**src/rtl/irq_pacer_pkg.sv**
```systemverilog
package irq_pacer_pkg;
   localparam int WORD_W   = 32;
   localparam int INTV_W   = 8;
   localparam int INTV_LSB = 24;
   localparam int CLR_BIT  = 14;
   localparam int STS_BIT  = 13;
   localparam int MST_BIT  = 12;
   localparam int OE_BIT   = 8;
   localparam int TICK_HZ  = 100_000;

   function automatic logic [WORD_W-1:0] pack_word(
      input logic [INTV_W-1:0] intv,
      input logic              sts,
      input logic              mst,
      input logic              oe);
      logic [WORD_W-1:0] w;
      w = '0;
      w[INTV_LSB +: INTV_W] = intv;
      w[STS_BIT] = sts;
      w[MST_BIT] = mst;
      w[OE_BIT]  = oe;
      return w;
   endfunction
endpackage

```
**src/rtl/irq_tick_gen.sv**
```systemverilog
module irq_tick_gen #(
   parameter int DIV = 1000
) (
   input  logic clk,
   input  logic rst_n,
   input  logic restart,
   output logic tick
);
   generate
      if (DIV < 1) begin : g_bad_div
         $error("irq_tick_gen: DIV must be at least 1");
      end
      if (DIV == 1) begin : g_every
         logic unused_ports;
         assign unused_ports = ^{clk, rst_n, restart};
         assign tick = 1'b1;
      end else begin : g_count
         localparam int CW = $clog2(DIV);
         localparam logic [CW-1:0] LAST = CW'(DIV - 1);
         logic [CW-1:0] pcnt;
         always_ff @(posedge clk or negedge rst_n) begin
            if (!rst_n)             pcnt <= '0;
            else if (restart)       pcnt <= '0;
            else if (pcnt == LAST)  pcnt <= '0;
            else                    pcnt <= pcnt + 1'b1;
         end
         assign tick = (pcnt == LAST);
      end
   endgenerate
endmodule

```
**src/rtl/irq_src_merge.sv**
```systemverilog
module irq_src_merge #(
   parameter int N_SRC = 8
) (
   input  logic [N_SRC-1:0] src_req,
   input  logic [N_SRC-1:0] src_en,
   input  logic             pm_req,
   output logic             master
);
   generate
      if (N_SRC < 1) begin : g_bad_n
         $error("irq_src_merge: N_SRC must be at least 1");
      end
   endgenerate
   logic [N_SRC-1:0] live;
   assign live   = src_req & src_en;
   assign master = (|live) | pm_req;
endmodule

```
**src/rtl/irq_quiet_timer.sv**
```systemverilog
module irq_quiet_timer #(
   parameter int IW = 8
) (
   input  logic          clk,
   input  logic          rst_n,
   input  logic          tick,
   input  logic          kill,
   input  logic          start,
   input  logic [IW-1:0] start_len,
   output logic          quiet
);
   logic [IW-1:0] limit;
   logic [IW-1:0] cnt;
   logic          last_tick;

   assign last_tick = (cnt == limit - 1'b1);

   always_ff @(posedge clk or negedge rst_n) begin
      if (!rst_n) begin
         quiet <= 1'b0;
         cnt   <= '0;
         limit <= '0;
      end else if (kill) begin
         quiet <= 1'b0;
         cnt   <= '0;
      end else if (start) begin
         quiet <= 1'b1;
         cnt   <= '0;
         limit <= start_len;
      end else if (quiet && tick) begin
         if (last_tick) begin
            quiet <= 1'b0;
            cnt   <= '0;
         end else begin
            cnt <= cnt + 1'b1;
         end
      end
   end
endmodule

```
**src/rtl/irq_pacer.sv**
```systemverilog
module irq_pacer
   import irq_pacer_pkg::*;
#(
   parameter int N_SRC  = 8,
   parameter int CLK_HZ = 100_000_000
) (
   input  logic              clk,
   input  logic              rst_n,
   input  logic [N_SRC-1:0]  src_req,
   input  logic [N_SRC-1:0]  src_en,
   input  logic              pm_req,
   input  logic              wr_en,
   input  logic [31:0]       wr_data,
   output logic [31:0]       rd_data,
   output logic              irq_out
);
   localparam int TICK_DIV = CLK_HZ / TICK_HZ;

   generate
      if (CLK_HZ < TICK_HZ) begin : g_bad_clk
         $error("irq_pacer: CLK_HZ must be at least 100 kHz");
      end
      if (CLK_HZ % TICK_HZ != 0) begin : g_inexact_clk
         $warning("irq_pacer: CLK_HZ is not a multiple of 100 kHz, tick rounds down");
      end
   endgenerate

   logic [INTV_W-1:0] intv_q;
   logic              oe_q;
   logic              pin_q;
   logic              master;
   logic              quiet;
   logic              tick;

   logic [INTV_W-1:0] wr_intv;
   logic [INTV_W-1:0] eff_intv;
   logic              zero_wr;
   logic              clr_wr;
   logic              fall;
   logic              start;

   irq_src_merge #(.N_SRC(N_SRC)) u_merge (
      .src_req (src_req),
      .src_en  (src_en),
      .pm_req  (pm_req),
      .master  (master)
   );

   assign wr_intv  = wr_data[INTV_LSB +: INTV_W];
   assign eff_intv = wr_en ? wr_intv : intv_q;
   assign zero_wr  = wr_en && (wr_intv == '0);
   assign clr_wr   = wr_en && wr_data[CLR_BIT] && (wr_intv != '0);
   assign fall     = pin_q && !irq_out;
   assign start    = clr_wr || (fall && (eff_intv != '0));

   always_ff @(posedge clk or negedge rst_n) begin
      if (!rst_n) begin
         intv_q <= '0;
         oe_q   <= 1'b0;
      end else if (wr_en) begin
         intv_q <= wr_intv;
         oe_q   <= wr_data[OE_BIT];
      end
   end

   always_ff @(posedge clk or negedge rst_n) begin
      if (!rst_n) pin_q <= 1'b0;
      else        pin_q <= irq_out;
   end

   irq_tick_gen #(.DIV(TICK_DIV)) u_tick (
      .clk     (clk),
      .rst_n   (rst_n),
      .restart (start),
      .tick    (tick)
   );

   irq_quiet_timer #(.IW(INTV_W)) u_timer (
      .clk       (clk),
      .rst_n     (rst_n),
      .tick      (tick),
      .kill      (zero_wr),
      .start     (start),
      .start_len (eff_intv),
      .quiet     (quiet)
   );

   assign irq_out = oe_q && master && (!quiet || pm_req);
   assign rd_data = pack_word(intv_q, quiet, master, oe_q);

   logic unused_wr;
   assign unused_wr = ^{wr_data[23:15], wr_data[13:9], wr_data[7:0]};
endmodule

```
**config.mk**
```make
export PLATFORM = sky130hd
export DESIGN_NAME = irq_pacer
export DESIGN_NICKNAME = d
export VERILOG_FILES = /design/src/rtl/irq_pacer_pkg.sv /design/src/rtl/irq_tick_gen.sv /design/src/rtl/irq_src_merge.sv /design/src/rtl/irq_quiet_timer.sv /design/src/rtl/irq_pacer.sv
export SDC_FILE = /design/constraint.sdc
export NUM_CORES = 1
export LEC_CHECK = 0
export ABC_AREA = 1
export BUFFER_PORTS_ARGS = -buffer_cell sky130_fd_sc_hd__buf_2
export CELL_PAD_IN_SITES_DETAIL_PLACEMENT = 1
export CELL_PAD_IN_SITES_GLOBAL_PLACEMENT = 1
export CORE_MARGIN = 2
export CORE_UTILIZATION = 34
export CTS_CLUSTER_DIAMETER = 100
export CTS_CLUSTER_SIZE = 24
export DETAILED_ROUTE_END_ITERATION = 10
export PLACE_DENSITY_LB_ADDON = 0.1
export RECOVER_POWER = 100
export SETUP_SLACK_MARGIN = 0.02
export SLEW_MARGIN = 5
export SYNTH_ARGS = -nofsm -noshare
export SYNTH_HDL_FRONTEND = slang
export SYNTH_HIERARCHICAL = 1
export SYNTH_SLANG_ARGS = --single-unit
export TNS_END_PERCENT = 50
```
**constraint.sdc**
```tcl
create_clock -name clk -period 2.2 [get_ports clk]
set_clock_uncertainty 0.15 [all_clocks]
set_input_delay 0.44 -clock clk [delete_from_list [all_inputs] [get_ports clk]]
set_output_delay 0.44 -clock clk [all_outputs]
set_load 0.02 [all_outputs]
```
==> metrics.md <==
| Metric | Value |
|---|---|
| Estimated wirelength of the detail-placed design | 4764 microns |
| Dominant combinational cell family by area after synthesis | simple AND/OR/NAND/NOR gates |
| Fill cell count | 940 |
| Endpoint with the worst hold slack | oe_q$_DFFE_PN0P_ |
| Critical Path Max Stage Delay | 380 ps |
| CP startpoint kind | flop |
| RR Startpoint | u_tick/g_count.pcnt[0]$_DFF_PN0_ |
| Number of antenna violations at the first check in global routing | 0 |
| Placement Rows | 30 |
| Final net count | 473 |
| Clock-pin slew on the worst setup and hold paths | 80 ps |
| Drt via density | 4.303 |
| Reg2reg setup slack | 150 ps |
| Hold path cells | 3 |
| Arrival time of the worst setup path | 2130 ps |
| Type of the setup path with the least slack | flop to flop |
| Number of input and output port buffers inserted | 41 |
| Share of post-route cells with drive strength above 1 | 22.67% |
| Worst EP required | 2280 ps |
| Inserted Clock Buffers | 5 |
| Die extent in y | 87.66 microns |
| Fraction of synthesized cell area taken by the top area cell type | 38.91% |
| Clock buffer depth | 2 |
| Register bit total from synthesis | 37 |
| Antenna Nets Post-Route | 0 |
| Maximum number of pins on one net before global-route repair | 21 |
| Area contributors post-synth | dfrtp_1, nand2_1, inv_1, buf_4, nor2_1 |
| CTS root buf | clkbuf_8 |
| Worst-path cell with the longest stage delay | dfrtp_1 |
| Number of failing setup endpoints in the final timing report | 0 |
| Post-Syn Instances | 348 |
| Commonest cells after routing, fill and taps aside | nand2_1, inv_1, nor2_1 |
| Synth-to-Final Area Change | 25.87% |
| Xor and xnor area share after synthesis | 3.312% |
| Floorplan core area | 0.006794 sq mm |
| Number of clock sinks | 37 |
| Area fraction in compound gates after synthesis | 4.311% |
| Leakage power | 1.648 nW |
| Top fanout value on the critical path | 4 |
| Clock tree from TritonCTS | built |
| Slew Limit Fails | 0 |
| Number of placed cells counting well taps | 501 |
| Post-synthesis simple-gate area fraction | 33.18% |
| Netlist area before placement | 0.002380 sq mm |
| Most frequently used flop master after synthesis | dfrtp_1 |
| Insertion delay to the later sink of the worst-skew pair | 290 ps |
| Top-level I/O count | 85 |
| Reg2reg path depth | 13 |
| Proportion of synthesized flip-flops having asynchronous set or reset | 100.0% |
| Initial cell density of the core | 35.03% |
| Number of iterations in the first detailed-routing pass | 4 |
| Die width | 87.66 microns |
| Crit share post-route | 93.11% |
| Count of flip-flops with a built-in enable after synthesis | 0 |
| Proportion of synthesized area in mux cells | 0% |
| Relative slew slack | 25.93% |
| Final critical delay including setup and external delays | 2048 ps |
| Routed wirelength normalized by instance count | 11.70 microns |
| Total power per unit cell area | 617.4 mW/mm^2 |
| Peak supply drop | 0.3616 mV |
| Seq/Total Area, Yosys | 38.91% |
| Count of distinct cell types in the synthesized netlist | 25 |
| Total Die Area | 0.007684 sq mm |
| Final hold vios | 0 |
| Number of levels in the clock H-tree | 2 |
| Average instance area after synthesis | 6.838 sq um |
| Endpoint kind of the worst setup timing path | flop |
| Overall power consumption | 1.849 mW |
| Worst Hold Launch | wr_data[8] |
| Worst reg2reg endpoint | u_timer/cnt[7]$_DFFE_PN0P_ |
| Weighted congestion reported at the end of routability-driven placement | 0.7546 |
| Number of remaining DRC errors | 0 |
| Max-cap violation count | 0 |
| Final routed wirelength across all metal layers | 6027 microns |
| Global-route wire length before repair | 10320 microns |
| Warning count from the yosys run | 6 |
| Number of non-filler instances in the completed layout | 515 |
| Min-Delay Path Class | input port to flop |
| Overall global routing resource usage | 17.17% |
| GRT Residual Overflow | 0 |
| Highest achievable clock rate | 0.4882 GHz |
| Chain of cells forming the critical path | ha_2, nand2_2, nor2_4, nand3b_4, inv_2, nand2_2, a21oi_4, nand3_2, nor2_4, nand3_2, xor2_1, inv_1, nor2_1 |
| Share of synthesized cell area in full adder, half adder and majority cells | 1.577% |
| Outcome | completed |
| Via count of the first global-routing pass | 2361 |
| DRC marker count from the first detailed-route iteration | 21 |
| Commonest non-fill, non-tap cell in the layout | nand2_1 |
| Post-synthesis cell type with the largest combined area | dfrtp_1 |
| Vias | 2216 |
| Diode insertion count for antenna repair | 0 |
| Worst-margin pin slew | 1111 ps |
[worst max path at each step]
stage                                startpoint                         end  slack, ps  depth (start not counted)
5_1_grt        u_tick/g_count.pcnt[0]$_DFF_PN0_  u_timer/cnt[7]$_DFFE_PN0P_        -10                         13
4_1_cts        u_tick/g_count.pcnt[0]$_DFF_PN0_  u_timer/cnt[5]$_DFFE_PN0P_         60                         12
3_3_place_gp                              wr_en  u_timer/cnt[7]$_DFFE_PN0P_       -240                         18
6_report       u_tick/g_count.pcnt[0]$_DFF_PN0_  u_timer/cnt[7]$_DFFE_PN0P_        150                         13
2_1_floorplan                        src_req[2]  u_timer/cnt[7]$_DFFE_PN0P_         20                         17
3_5_place_dp                              wr_en  u_timer/cnt[5]$_DFFE_PN0P_       -260                         17
[power by group]
| group | switching [mW] | internal (mW) |
|---|---|---|
| combinational | 0.311 | 0.191 |
| sequential | 0.0597 | 0.750 |
| clock | 0.254 | 0.283 |
[worst max-delay path, delay by kind of cell, from the launching register on]
kind	cells	cell delay (ps)
AO/OA/AOI/OAI	1	160
XOR/XNOR	1	160
flip-flops	1	380
AND/OR/NAND/NOR	8	810
buffers and inverters	2	120
adder cells (fa/ha/maj)	1	200
[routing by layer]
| metal | global-route usage, % | routed length, microns |
|---|---|---|
| met1 | 18.68 | 2477 |
| met2 | 32.78 | 3292 |
| met3 | 3.959 | 162 |
| met4 | 5.175 | 95 |
| met5 | 0 | 0 |
[through the flow]
| step | cell area (sq um) | setup slack (ps) | setup TNS (ps) | util [%] | hold WS (ps) |
|---|---|---|---|---|---|
| 2_1_floorplan | 2470 | 20.69 | 0 | - | -5.591 |
| 3_3_place_gp | 2790 | -240.9 | -645.1 | 41.07 | 263.4 |
| 3_5_place_dp | 2790 | -256.5 | -757.6 | 41.07 | 268.8 |
| 4_1_cts | 2914 | 63.08 | 0 | 42.89 | 204.4 |
| 5_1_grt | 2995 | -14.04 | -14.04 | 44.09 | 219.5 |
| 6_report | 2995 | 151.5 | 0 | 44.09 | 203.1 |
[cells in the mapped netlist (2+ instances only)]
master	count
xor2_1	7
nand2_1	107
a21oi_1	15
ha_1	3
xnor2_1	2
o21ai_0	3
inv_1	62
nor2_1	45
dfrtp_1	37
inv_2	2
nand4_1	2
nand3_1	21
buf_4	24
nor2_4	3
nand2_2	4
nor3_1	2
[registers in the layout, indices dropped and copies added (netlist names)]
register,cells
u_tick/g_count.pcnt,10
intv_q,8
u_timer/cnt,8
u_timer/limit,8
oe_q,1
pin_q,1
u_timer/quiet,1
[kinds of logic (layout without fill, tap and decap cells)]
family / after synthesis / count (layout)
AOI/OAI and AO/OA: 20 / 20
xor gates and xnor gates: 9 / 9
adders and majority gates: 3 / 3
buffers and inverters: 91 / 142
DFF: 37 / 37
other: 1 / 21
and+or+nand+nor: 187 / 187
[what timing repair did]
item,in CTS,in global routing
hold endpoints to repair,17,0
resized for setup,2,27
setup buffers,1,5
setup endpoints to repair,2,7
pin swaps,1,17
hold buffers,1,0
[layout make-up]
cell class | count | area, sq um | share of cell area [%]
Tap cell | 96 | 120.1 | 4.010
Multi-Input combinational cell | 240 | 1177 | 39.31
Inverter | 65 | 249.0 | 8.312
Clock buffer | 7 | 96.34 | 3.216
Timing Repair Buffer | 69 | 421.7 | 14.08
Sequential cell | 37 | 925.9 | 30.91
Clock inverter | 1 | 5.005 | 0.1671
(Power assumes the default switching activity.)
